===== config.mk =====
export PLATFORM = sky130hd
export DESIGN_NAME = ddr2_powerup_seq
export DESIGN_NICKNAME = d
export VERILOG_FILES = /design/src/rtl/ddr2_seq_pkg.sv /design/src/rtl/ddr2_bank_offset.sv /design/src/rtl/ddr2_wait_timer.sv /design/src/rtl/ddr2_cmd_decode.sv /design/src/rtl/ddr2_powerup_seq.sv
export SDC_FILE = /design/constraint.sdc
export NUM_CORES = 1
export LEC_CHECK = 0
export ABC_AREA = 1
export BUFFER_PORTS_ARGS = -buffer_cell sky130_fd_sc_hd__buf_2
export CAP_MARGIN = 5
export CELL_PAD_IN_SITES_DETAIL_PLACEMENT = 1
export CELL_PAD_IN_SITES_GLOBAL_PLACEMENT = 2
export CORE_ASPECT_RATIO = 1.5
export CORE_MARGIN = 3
export CORE_UTILIZATION = 28
export CTS_BUF_LIST = sky130_fd_sc_hd__clkbuf_8
export CTS_CLUSTER_DIAMETER = 120
export DETAILED_ROUTE_END_ITERATION = 6
export PLACE_DENSITY_LB_ADDON = 0.3
export SLEW_MARGIN = 20
export SYNTH_ARGS = -nofsm -noshare
export SYNTH_HDL_FRONTEND = slang
export SYNTH_SLANG_ARGS = --single-unit
export TNS_END_PERCENT = 5

===== constraint.sdc =====
create_clock -name clk -period 3.7 [get_ports clk]
set_input_delay 0.185 -clock clk [delete_from_list [all_inputs] [get_ports clk]]
set_output_delay 0.185 -clock clk [all_outputs]
set_load 0.005 [all_outputs]

===== src/rtl/ddr2_seq_pkg.sv =====
// Shared types for the DDR2 power-up sequencer: the command opcodes, the
// step record, and the fixed step table. The table is written as a
// function so that the step decode stays combinational.
package ddr2_seq_pkg;

    typedef enum logic [2:0] {
        CMD_NOP    = 3'd0,
        CMD_PALL   = 3'd1,
        CMD_MRS    = 3'd2,
        CMD_EMRS   = 3'd3,
        CMD_REF    = 3'd4,
        CMD_NORMAL = 3'd5,
        CMD_WRITE  = 3'd6
    } cmd_e;

    localparam int STEP_W = 4;
    localparam int OFF_W  = 5;
    localparam logic [STEP_W-1:0] STEP_WAIT = 4'd1;
    localparam logic [STEP_W-1:0] STEP_LAST = 4'd15;

    typedef struct packed {
        cmd_e       code;
        logic [1:0] bank;
        logic       dll_rst;
        logic       ocd_dflt;
        logic       is_wait;
    } step_t;

    // Maps a step index to the command it offers.
    function automatic step_t step_decode(input logic [STEP_W-1:0] idx);
        step_t s;
        s = '{code: CMD_NOP, bank: 2'd0, dll_rst: 1'b0, ocd_dflt: 1'b0, is_wait: 1'b0};
        case (idx)
            4'd0:  s.code = CMD_NOP;
            4'd1:  s.is_wait = 1'b1;
            4'd2:  s.code = CMD_NOP;
            4'd3:  s.code = CMD_PALL;
            4'd4:  begin s.code = CMD_EMRS; s.bank = 2'd2; end
            4'd5:  begin s.code = CMD_EMRS; s.bank = 2'd3; end
            4'd6:  begin s.code = CMD_EMRS; s.bank = 2'd1; end
            4'd7:  begin s.code = CMD_MRS;  s.dll_rst = 1'b1; end
            4'd8:  begin s.code = CMD_PALL; s.dll_rst = 1'b1; end
            4'd9:  begin s.code = CMD_REF;  s.dll_rst = 1'b1; end
            4'd10: begin s.code = CMD_REF;  s.dll_rst = 1'b1; end
            4'd11: s.code = CMD_MRS;
            4'd12: begin s.code = CMD_EMRS; s.bank = 2'd1; s.ocd_dflt = 1'b1; end
            4'd13: begin s.code = CMD_EMRS; s.bank = 2'd1; end
            4'd14: s.code = CMD_NORMAL;
            default: s.code = CMD_WRITE;
        endcase
        return s;
    endfunction

endpackage


===== src/rtl/ddr2_bank_offset.sv =====
// Bank-offset calculator. It computes the address bit position where the
// mode register number is placed, from the geometry and the mapping mode.
// Assumes the inputs come from registers that are stable for a whole run.
module ddr2_bank_offset
    import ddr2_seq_pkg::*;
(
    input  logic [1:0]       col_code,
    input  logic [1:0]       row_code,
    input  logic             interleave,
    input  logic             bus16,
    output logic [OFF_W-1:0] offset
);
    localparam logic [OFF_W-1:0] COL_BASE = OFF_W'(9);
    localparam logic [OFF_W-1:0] ROW_BASE = OFF_W'(11);

    logic [OFF_W-1:0] row_term;
    logic [OFF_W-1:0] width_term;

    // Sums the column, row and bus-width terms; the row term is dropped when interleaved.
    always_comb begin
        row_term   = interleave ? '0 : (OFF_W'(row_code) + ROW_BASE);
        width_term = bus16 ? OFF_W'(1) : OFF_W'(2);
        offset     = OFF_W'(col_code) + COL_BASE + row_term + width_term;
    end
endmodule


===== src/rtl/ddr2_wait_timer.sv =====
// Start-up wait counter. A load pulse sets it to LOAD_VAL, and it then
// counts down to zero. Assumes LOAD_VAL is at least 1.
module ddr2_wait_timer #(
    parameter int LOAD_VAL = 10000
) (
    input  logic clk,
    input  logic rst_n,
    input  logic load,
    output logic running
);
    localparam int CNT_W = $clog2(LOAD_VAL + 1);

    logic [CNT_W-1:0] cnt;

    // Loads the count on request, otherwise counts down to zero and stays there.
    always_ff @(posedge clk) begin
        if (!rst_n)
            cnt <= '0;
        else if (load)
            cnt <= CNT_W'(LOAD_VAL);
        else if (cnt != '0)
            cnt <= cnt - 1'b1;
    end

    assign running = (cnt != '0);
endmodule


===== src/rtl/ddr2_cmd_decode.sv =====
// Command decoder. It turns the current step into the fields offered on the
// command port, and places the register number at the bank offset.
// Assumes the offset is below ADDR_W-1.
module ddr2_cmd_decode
    import ddr2_seq_pkg::*;
#(
    parameter int ADDR_W = 32
) (
    input  logic [STEP_W-1:0] step,
    input  logic              active,
    input  logic [OFF_W-1:0]  offset,
    output logic              valid,
    output logic              is_wait,
    output logic [2:0]        code,
    output logic [1:0]        bank,
    output logic [ADDR_W-1:0] addr,
    output logic              dll_rst,
    output logic              ocd_dflt
);
    step_t cur;

    // Decodes the step and masks every field while nothing is offered.
    always_comb begin
        cur      = step_decode(step);
        is_wait  = active && cur.is_wait;
        valid    = active && !cur.is_wait;
        code     = valid ? cur.code : CMD_NOP;
        bank     = valid ? cur.bank : 2'd0;
        dll_rst  = valid && cur.dll_rst;
        ocd_dflt = valid && cur.ocd_dflt;
        addr     = ADDR_W'(bank) << offset;
    end
endmodule


===== src/rtl/ddr2_powerup_seq.sv =====
// DDR2 power-up sequencer top. A start pulse while idle captures the
// configuration and walks the fixed step table. Each command advances
// on a valid/ready handshake; the wait step advances when the timer expires.
// Assumes cmd_ready comes from a synchronous downstream controller.
module ddr2_powerup_seq
    import ddr2_seq_pkg::*;
#(
    parameter int CLK_FREQ_MHZ = 50,
    parameter int WAIT_US      = 200,
    parameter int ADDR_W       = 32,
    parameter int RFSH_W       = 12
) (
    input  logic              clk,
    input  logic              rst_n,
    input  logic              start,
    input  logic [1:0]        cfg_col_code,
    input  logic [1:0]        cfg_row_code,
    input  logic              cfg_interleave,
    input  logic              cfg_bus16,
    input  logic [RFSH_W-1:0] refresh_in,
    input  logic              cmd_ready,
    output logic              cmd_valid,
    output logic [2:0]        cmd_code,
    output logic [1:0]        cmd_bank_sel,
    output logic [ADDR_W-1:0] cmd_addr,
    output logic              cmd_dll_rst,
    output logic              cmd_ocd_dflt,
    output logic              busy,
    output logic              done,
    output logic [RFSH_W-1:0] refresh_out
);
    localparam int WAIT_CYCLES = CLK_FREQ_MHZ * WAIT_US;

    logic              run_q;
    logic              done_q;
    logic [STEP_W-1:0] step_q;
    logic [1:0]        col_q;
    logic [1:0]        row_q;
    logic              il_q;
    logic              b16_q;
    logic [RFSH_W-1:0] rfsh_q;
    logic [OFF_W-1:0]  bank_off;
    logic              in_wait;
    logic              tmr_busy;
    logic              tmr_load;
    logic              accept;

    ddr2_bank_offset u_off (
        .col_code   (col_q),
        .row_code   (row_q),
        .interleave (il_q),
        .bus16      (b16_q),
        .offset     (bank_off)
    );

    ddr2_cmd_decode #(.ADDR_W(ADDR_W)) u_dec (
        .step     (step_q),
        .active   (run_q),
        .offset   (bank_off),
        .valid    (cmd_valid),
        .is_wait  (in_wait),
        .code     (cmd_code),
        .bank     (cmd_bank_sel),
        .addr     (cmd_addr),
        .dll_rst  (cmd_dll_rst),
        .ocd_dflt (cmd_ocd_dflt)
    );

    assign accept   = cmd_valid && cmd_ready;
    assign tmr_load = accept && (step_q == STEP_WAIT - 1'b1);

    ddr2_wait_timer #(.LOAD_VAL(WAIT_CYCLES)) u_tmr (
        .clk     (clk),
        .rst_n   (rst_n),
        .load    (tmr_load),
        .running (tmr_busy)
    );

    // Sequencer: idle/start capture, wait-step exit, handshake advance and completion.
    always_ff @(posedge clk) begin
        if (!rst_n) begin
            run_q  <= 1'b0;
            done_q <= 1'b0;
            step_q <= '0;
            col_q  <= '0;
            row_q  <= '0;
            il_q   <= 1'b0;
            b16_q  <= 1'b0;
            rfsh_q <= '0;
        end else if (!run_q) begin
            if (start) begin
                run_q  <= 1'b1;
                done_q <= 1'b0;
                step_q <= '0;
                col_q  <= cfg_col_code;
                row_q  <= cfg_row_code;
                il_q   <= cfg_interleave;
                b16_q  <= cfg_bus16;
            end
        end else if (in_wait) begin
            if (!tmr_busy)
                step_q <= step_q + 1'b1;
        end else if (accept) begin
            if (step_q == STEP_LAST) begin
                run_q  <= 1'b0;
                done_q <= 1'b1;
                rfsh_q <= refresh_in;
            end else begin
                step_q <= step_q + 1'b1;
            end
        end
    end

    assign busy        = run_q;
    assign done        = done_q;
    assign refresh_out = rfsh_q;


    cmd_hold_chk: assert property (@(posedge clk) disable iff (!rst_n)
        (cmd_valid && !cmd_ready) |=> (cmd_valid && $stable(cmd_code) && $stable(cmd_bank_sel)
            && $stable(cmd_addr) && $stable(cmd_dll_rst) && $stable(cmd_ocd_dflt)));


    wait_quiet_chk: assert property (@(posedge clk) disable iff (!rst_n)
        tmr_busy |-> !cmd_valid);


    emrs_bank_chk: assert property (@(posedge clk) disable iff (!rst_n)
        (cmd_valid && cmd_code == CMD_EMRS) |-> (cmd_bank_sel != 2'd0));


    mrs_bank_chk: assert property (@(posedge clk) disable iff (!rst_n)
        (cmd_valid && cmd_code == CMD_MRS) |-> (cmd_bank_sel == 2'd0));


    offset_range_chk: assert property (@(posedge clk) disable iff (!rst_n)
        busy |-> (bank_off >= OFF_W'(10) && bank_off <= OFF_W'(28)));


    dll_scope_chk: assert property (@(posedge clk) disable iff (!rst_n)
        cmd_dll_rst |-> (cmd_code == CMD_MRS || cmd_code == CMD_PALL || cmd_code == CMD_REF));


    start_ignored_chk: assert property (@(posedge clk) disable iff (!rst_n)
        (busy && start && !accept) |=> busy);


    done_quiet_chk: assert property (@(posedge clk) disable iff (!rst_n)
        done |-> (!busy && !cmd_valid));
endmodule


==> impl_metrics.ini, run 1 <==
[status]
status = finished, final reports clean

[logic_synthesis]
synth_area_mm2 = 0.002444
ys_seq_elements = 38
synth_top_area_cell = dfxtp_1
synth_edf_count = 0
ys_warn_count = 0
synth_cell_types = 35
ys.flop_type = dfxtp_1
synth_area_per_cell_um2 = 6.587
seq_area_frac_synth_pct = 31.13
synth_top_area_share_pct = 31.13
syn-instance-count = 371
synthTopCellsByArea = dfxtp_1, nand2_1, nor2_1, nand3_1, inv_1
ys_async_sr_fraction_pct = 0

[cts]
htree_levels = 2
cts_root_buf = clkbuf_8
clkSlewWorstSetupHoldPaths_ns = 0.08
post-cts-setup-buffers = 0
clockBufferDepth = 2
clk_latency_ns = 0.30
cts_tree = built
clock_sinks = 38
cts_buffers = 5
post_cts_resize_count = 0
hold_buffers = 0

[pwr]
p_leak_nw = 1.475
seqPwrFrac_pct = 31.0
irDropWorstVdd_mv = 0.3764
powerDensity_mw_per_mm2 = 600.2
p_clk_share_pct = 24.5
pwr-share-comb_pct = 44.6
p_switching_mw = 0.7457
p_sw_share_pct = 41.27
intPower_mw = 1.061

[hold_path]
worstHoldPathCells = 3
hp-start = refresh_in[4]
hold_path.class = input port to register
hold_path_end = refresh_out[4]

[die]
die_area_mm2 = 0.009907
core_area_mm2 = 0.008464
ios = 76
initial_core_util_pct = 28.87
die_y_um = 120.4
num_rows = 41
die-width_um = 82.28

[finish]
drive_gt1_share_pct = 22.45
antennaDiodeCount = 0
fin_nets = 474
area_growth_pct = 23.20
final_util_pct = 35.57

[routing]
vias = 2586
wl_um = 7273
drt_iter0_drc = 67
detail_route.first_pass.iterations = 4
vias_per_cell = 4.719
wl_per_cell_um = 13.27
drc_errors = 0
antenna_left = 0

[setup_path]
crit_family = adder cells
r2r_end = step_q[1]
arrival_ns = 3.20
cpPeakStageDelay_ns = 0.52
critical_path_class = register to output port
path_cells = inv_1, ha_1, nor2_1, fa_1, inv_1, fa_1, nor2_1, inv_1, nand2_1, inv_2, o21ai_1, nand3_1, nor2_1, buf_2
worst-path-max-fanout = 9
crit_required_ns = 3.51
start_kind = register
reg2regPathDepth = 10
regToRegSetupSlack_ns = 1.59
r2r_start = u_tmr.cnt[0]
worst-path-buf-inv = 5
path_depth = 14
cp_slowest_cell = fa_1
end_kind = output port

[timing]
drv_slew = 0
timing.fmax_mhz = 295.8
fin_crit_sh_pct = 91.36
rsz0062_at_grt = false
fin_setup_tns_ns = 0
fin_skew_ns = 0.003961
hold_viol = 0
setup_ws_ns = 0.3198
setup_viol = 0
relSlewSlack_pct = 60.55
tightest_slew_ns = 0.5916
fin_crit_ns = 3.380

[place]
dpl.hpwl_um = 5879
gp_congestion = 0.7402
dp_slack_ns = 0.6380
io_buffers = 71

[global_route]
grtUsageTotal_pct = 15.19
grt_pass1_vias = 2575
grt_start_max_net_pins = 23
grt_overflow = 0
grt_pass1_wl_um = 11810
grt_antenna_before_repair = 0

[job]
drv_cap = 0
Yosys cell counts (2+ instances only):
master    number
a21o_1         2
a21oi_1       22
buf_4          6
clkbuf_1       4
dfxtp_1       38
fa_1           2
ha_1          10
inv_1         43
inv_2          3
nand2_1       69
nand2_2        5
nand3_1       35
nand3_2        2
nand4_1       10
nor2_1        67
nor2_2         2
nor3_1         6
o21ai_0       15
o21ai_1        6
or2_2          2
xnor2_1        3
xor2_1         6
how the worst max path moves through the flow:
stage,startpoint,endpoint,slack (ns)
final,row_q[0],cmd_addr[20],0.32
after global routing,row_q[0],cmd_addr[4],0.07
after CTS,row_q[0],cmd_addr[20],0.30
after detailed placement,row_q[0],cmd_addr[20],0.64
after global placement,row_q[0],cmd_addr[20],0.78
after floorplan,row_q[0],cmd_addr[10],1.00
cell usage in the layout, fill, tap and decap left out, drive strengths merged:
master,synthesis,final
fa,2,2
clkbuf,4,6
clkinv,1,1
dfxtp,38,38
xnor2,3,3
nand2,74,74
conb,1,4
nand4,10,10
bufinv,0,2
nand3,37,37
and2,1,1
inv,46,46
buf,8,71
or2,2,2
ha,10,10
a211oi,1,1
a21oi,24,24
xor2,6,6
nor3,7,7
a31oi,1,1
o21ai,23,23
nor2,70,70
a21o,2,2
per-layer routing:
| layer | routed length, um | GRT usage [%] | up-vias |
|---|---|---|---|
| li1 | - | - | 1320 |
| met2 | 4018 | 29.07 | 57 |
| met3 | 336 | 2.981 | 10 |
| met4 | 120 | 4.990 | 0 |
| met5 | 0 | 0 | - |
| met1 | 2798 | 15.71 | 1199 |
sequential cells by signal, indices dropped and copies added (netlist names):
signal	count
refresh_out	12
row_q	2
u_tmr.cnt	14
col_q	2
done	1
il_q	1
step_q	4
b16_q	1
busy	1
worst min-delay path, cell delays in order:
cell     delay [ns]
buf_2          0.08
nand3_1        0.06
o21ai_0        0.06
power by group through the flow:
stage	Sequential [mW]	Clock (mW)	Combinational, mW
finish	0.560	0.442	0.805
global route	0.572	0.475	0.937
CTS	0.560	0.455	0.820
detailed placement	0.570	0	0.814
global placement	0.568	0	0.792
floorplan	0.546	0	0.633
per-stage QoR:
step,area [um2],hold slack (ns),instances,power (mW)
detailed placement,2868,0.4200,540,1.384
floorplan,2455,0.3237,374,1.179
CTS,3010,0.1017,548,1.835
global route,3010,0.1055,548,1.984
finish,3010,0.1092,548,1.807
global placement,2868,0.4133,540,1.360
cell type report:
class / count / area, um2
multi-input combinational: 277 / 1441
timing repair buffer: 71 / 355.3
inverter: 47 / 176.4
clock buffer: 6 / 82.58
fill: 1117 / 5454
clock inverter: 2 / 60.06
sequential: 38 / 760.7
tap: 107 / 133.9
cells by family (layout without fill, tap and decap cells):
group           count (synthesis)  count (layout)  synth area share (%)
flops                          38              38                 31.13
xor+xnor                        9               9                 3.226
fa+ha+maj                      12              12                 6.759
buf+inv                        59             126                 10.34
other cells                     1               4                0.1535
compound gates                 51              51                 12.03
simple gates                  201             201                 36.35
No activity file was read; power rests on OpenSTA's default activity.
==> inputs of run 2 (changes only) <==
--- a/config.mk
+++ b/config.mk
@@ -8,11 +8,9 @@
 export ABC_AREA = 1
 export BUFFER_PORTS_ARGS = -buffer_cell sky130_fd_sc_hd__buf_2
 export CAP_MARGIN = 5
-export CELL_PAD_IN_SITES_DETAIL_PLACEMENT = 1
-export CELL_PAD_IN_SITES_GLOBAL_PLACEMENT = 2
 export CORE_ASPECT_RATIO = 1.5
 export CORE_MARGIN = 3
-export CORE_UTILIZATION = 28
+export CORE_UTILIZATION = 35
 export CTS_BUF_LIST = sky130_fd_sc_hd__clkbuf_8
 export CTS_CLUSTER_DIAMETER = 120
 export DETAILED_ROUTE_END_ITERATION = 6
==> run 2 against run 1 <==
Effect of this change:
- first-iteration DRC count up 49%
- routed wire length shrank 17%
- critical path depth unchanged
==> impl_metrics.ini, run 2 (synthesis gave the netlist of run 1 again) <==
[global_route]
grt_start_max_net_pins = 23
grt_pass1_vias = 2372
grtUsageTotal_pct = 15.61
grt_overflow = 0
grt_pass1_wl_um = 10080
grt_antenna_before_repair = 0

[finish]
largest_reg_flops = 14
area_growth_pct = 21.61
drive_gt1_share_pct = 22.45
layout.cells.most_common_list = buf_2, nand2_1, nor2_1
antennaDiodeCount = 0
fin_nets = 474
final_common_cell = buf_2
top_register = u_tmr.cnt

[die]
initial_core_util_pct = 36.90
num_rows = 36
die_area_mm2 = 0.008041
die-width_um = 74.23
ios = 76
core_area_mm2 = 0.006621
die_y_um = 108.3

[place]
io_buffers = 71
dpl.hpwl_um = 4808
gp_congestion = 0.9014

[cts]
clockBufferDepth = 2
cts_root_buf = clkbuf_8
post-cts-setup-buffers = 0
hold_buffers = 0
cts_tree = built
clk_latency_ns = 0.29
cts_buffers = 5
post_cts_resize_count = 0
clkSlewWorstSetupHoldPaths_ns = 0.08
clock_sinks = 38
htree_levels = 2

[routing]
wl_per_cell_um = 11.68
vias_per_cell = 4.882
detail_route.first_pass.iterations = 4
drc_errors = 0
wl_um = 6041
vias = 2524
antenna_left = 0
drt_iter0_drc = 100

[setup_path]
end_kind = output port
reg2regPathDepth = 9
worst-path-max-fanout = 9
crit_required_ns = 3.51
arrival_ns = 3.11
start_kind = register
critical_path_class = register to output port

[pwr]
powerDensity_mw_per_mm2 = 597.8
p_total_mw = 1.776
p_leak_nw = 1.475
irDropWorstVdd_mv = 0.4802

[timing]
rsz0062_at_grt = false
fin_skew_ns = 0.007089
tightest_slew_ns = 0.5568
timing.fmax_mhz = 303.9
setup_viol = 0
hold_viol = 0
fin_crit_ns = 3.291
fin_crit_sh_pct = 88.93
relSlewSlack_pct = 62.84
drv_slew = 0
timing.hold.ws_ns = 0.1132
fin_setup_tns_ns = 0

[job]
drv_cap = 0

[hold_path]
hold_path.class = input port to register
worstHoldPathCells = 3

[status]
status = finished, final reports clean
## run 2: cell counts in the layout (fill, tap and decap cells not counted)
Identical to the previous run, type by type.
## run 2: area by class of cell
type	count	area (um2)
well taps	76	95.09
multi-input cells	277	1441
fillers	709	3650
repair buffers	71	355.3
clock buffers	6	82.58
clock inverters	2	60.06
inverters	47	176.4
flip-flops and latches	38	760.7
## run 2: metal layers
layer	vias to the layer above	part of all wire, %	track usage, %
met2	69	52	30.58
li1	1321	-	-
met4	0	2.4	6.234
met5	-	0	0
met1	1121	40	15.43
met3	13	5.8	2.884
## run 2: worst paths after layout
path | slack (ns) | end | start
min | 0.11 | refresh_out[7] | refresh_in[7]
max reg2reg | 1.68 | step_q[2] | u_tmr.cnt[0]
min reg2reg | 0.46 | refresh_out[1] | refresh_out[1]
max | 0.41 | cmd_addr[4] | row_q[0]
## run 2: worst max-delay path: stages (launching register included)
cell	delay, ns
dfxtp_1	0.31
inv_1	0.06
ha_1	0.27
nor2_1	0.05
fa_1	0.51
inv_1	0.07
fa_1	0.43
nor2_1	0.23
inv_1	0.06
nand2_1	0.22
inv_2	0.14
o21ai_1	0.13
nand3_1	0.11
nor2_1	0.10
buf_2	0.12
## run 2: report_power, final
group	total, mW	leakage [nW]	internal (mW)	switching, mW
registers	0.555	0.311	0.488	0.0670
clock network	0.432	0.0714	0.288	0.144
logic	0.790	1.09	0.287	0.503
total	1.78	1.48	1.06	0.714
## run 2: per-stage QoR
| stage | std cells | setup WS [ns] | area [um2] | util (%) |
|---|---|---|---|---|
| 6_report | 517 | 0.4094 | 2972 | 44.88 |
| 3_3_place_gp | 509 | 0.8297 | 2829 | 42.72 |
| 2_1_floorplan | 374 | 1.001 | 2455 | - |
| 3_5_place_dp | 509 | 0.7212 | 2829 | 42.72 |
| 5_1_grt | 517 | 0.1215 | 2972 | 44.88 |
| 4_1_cts | 517 | 0.3968 | 2972 | 44.88 |
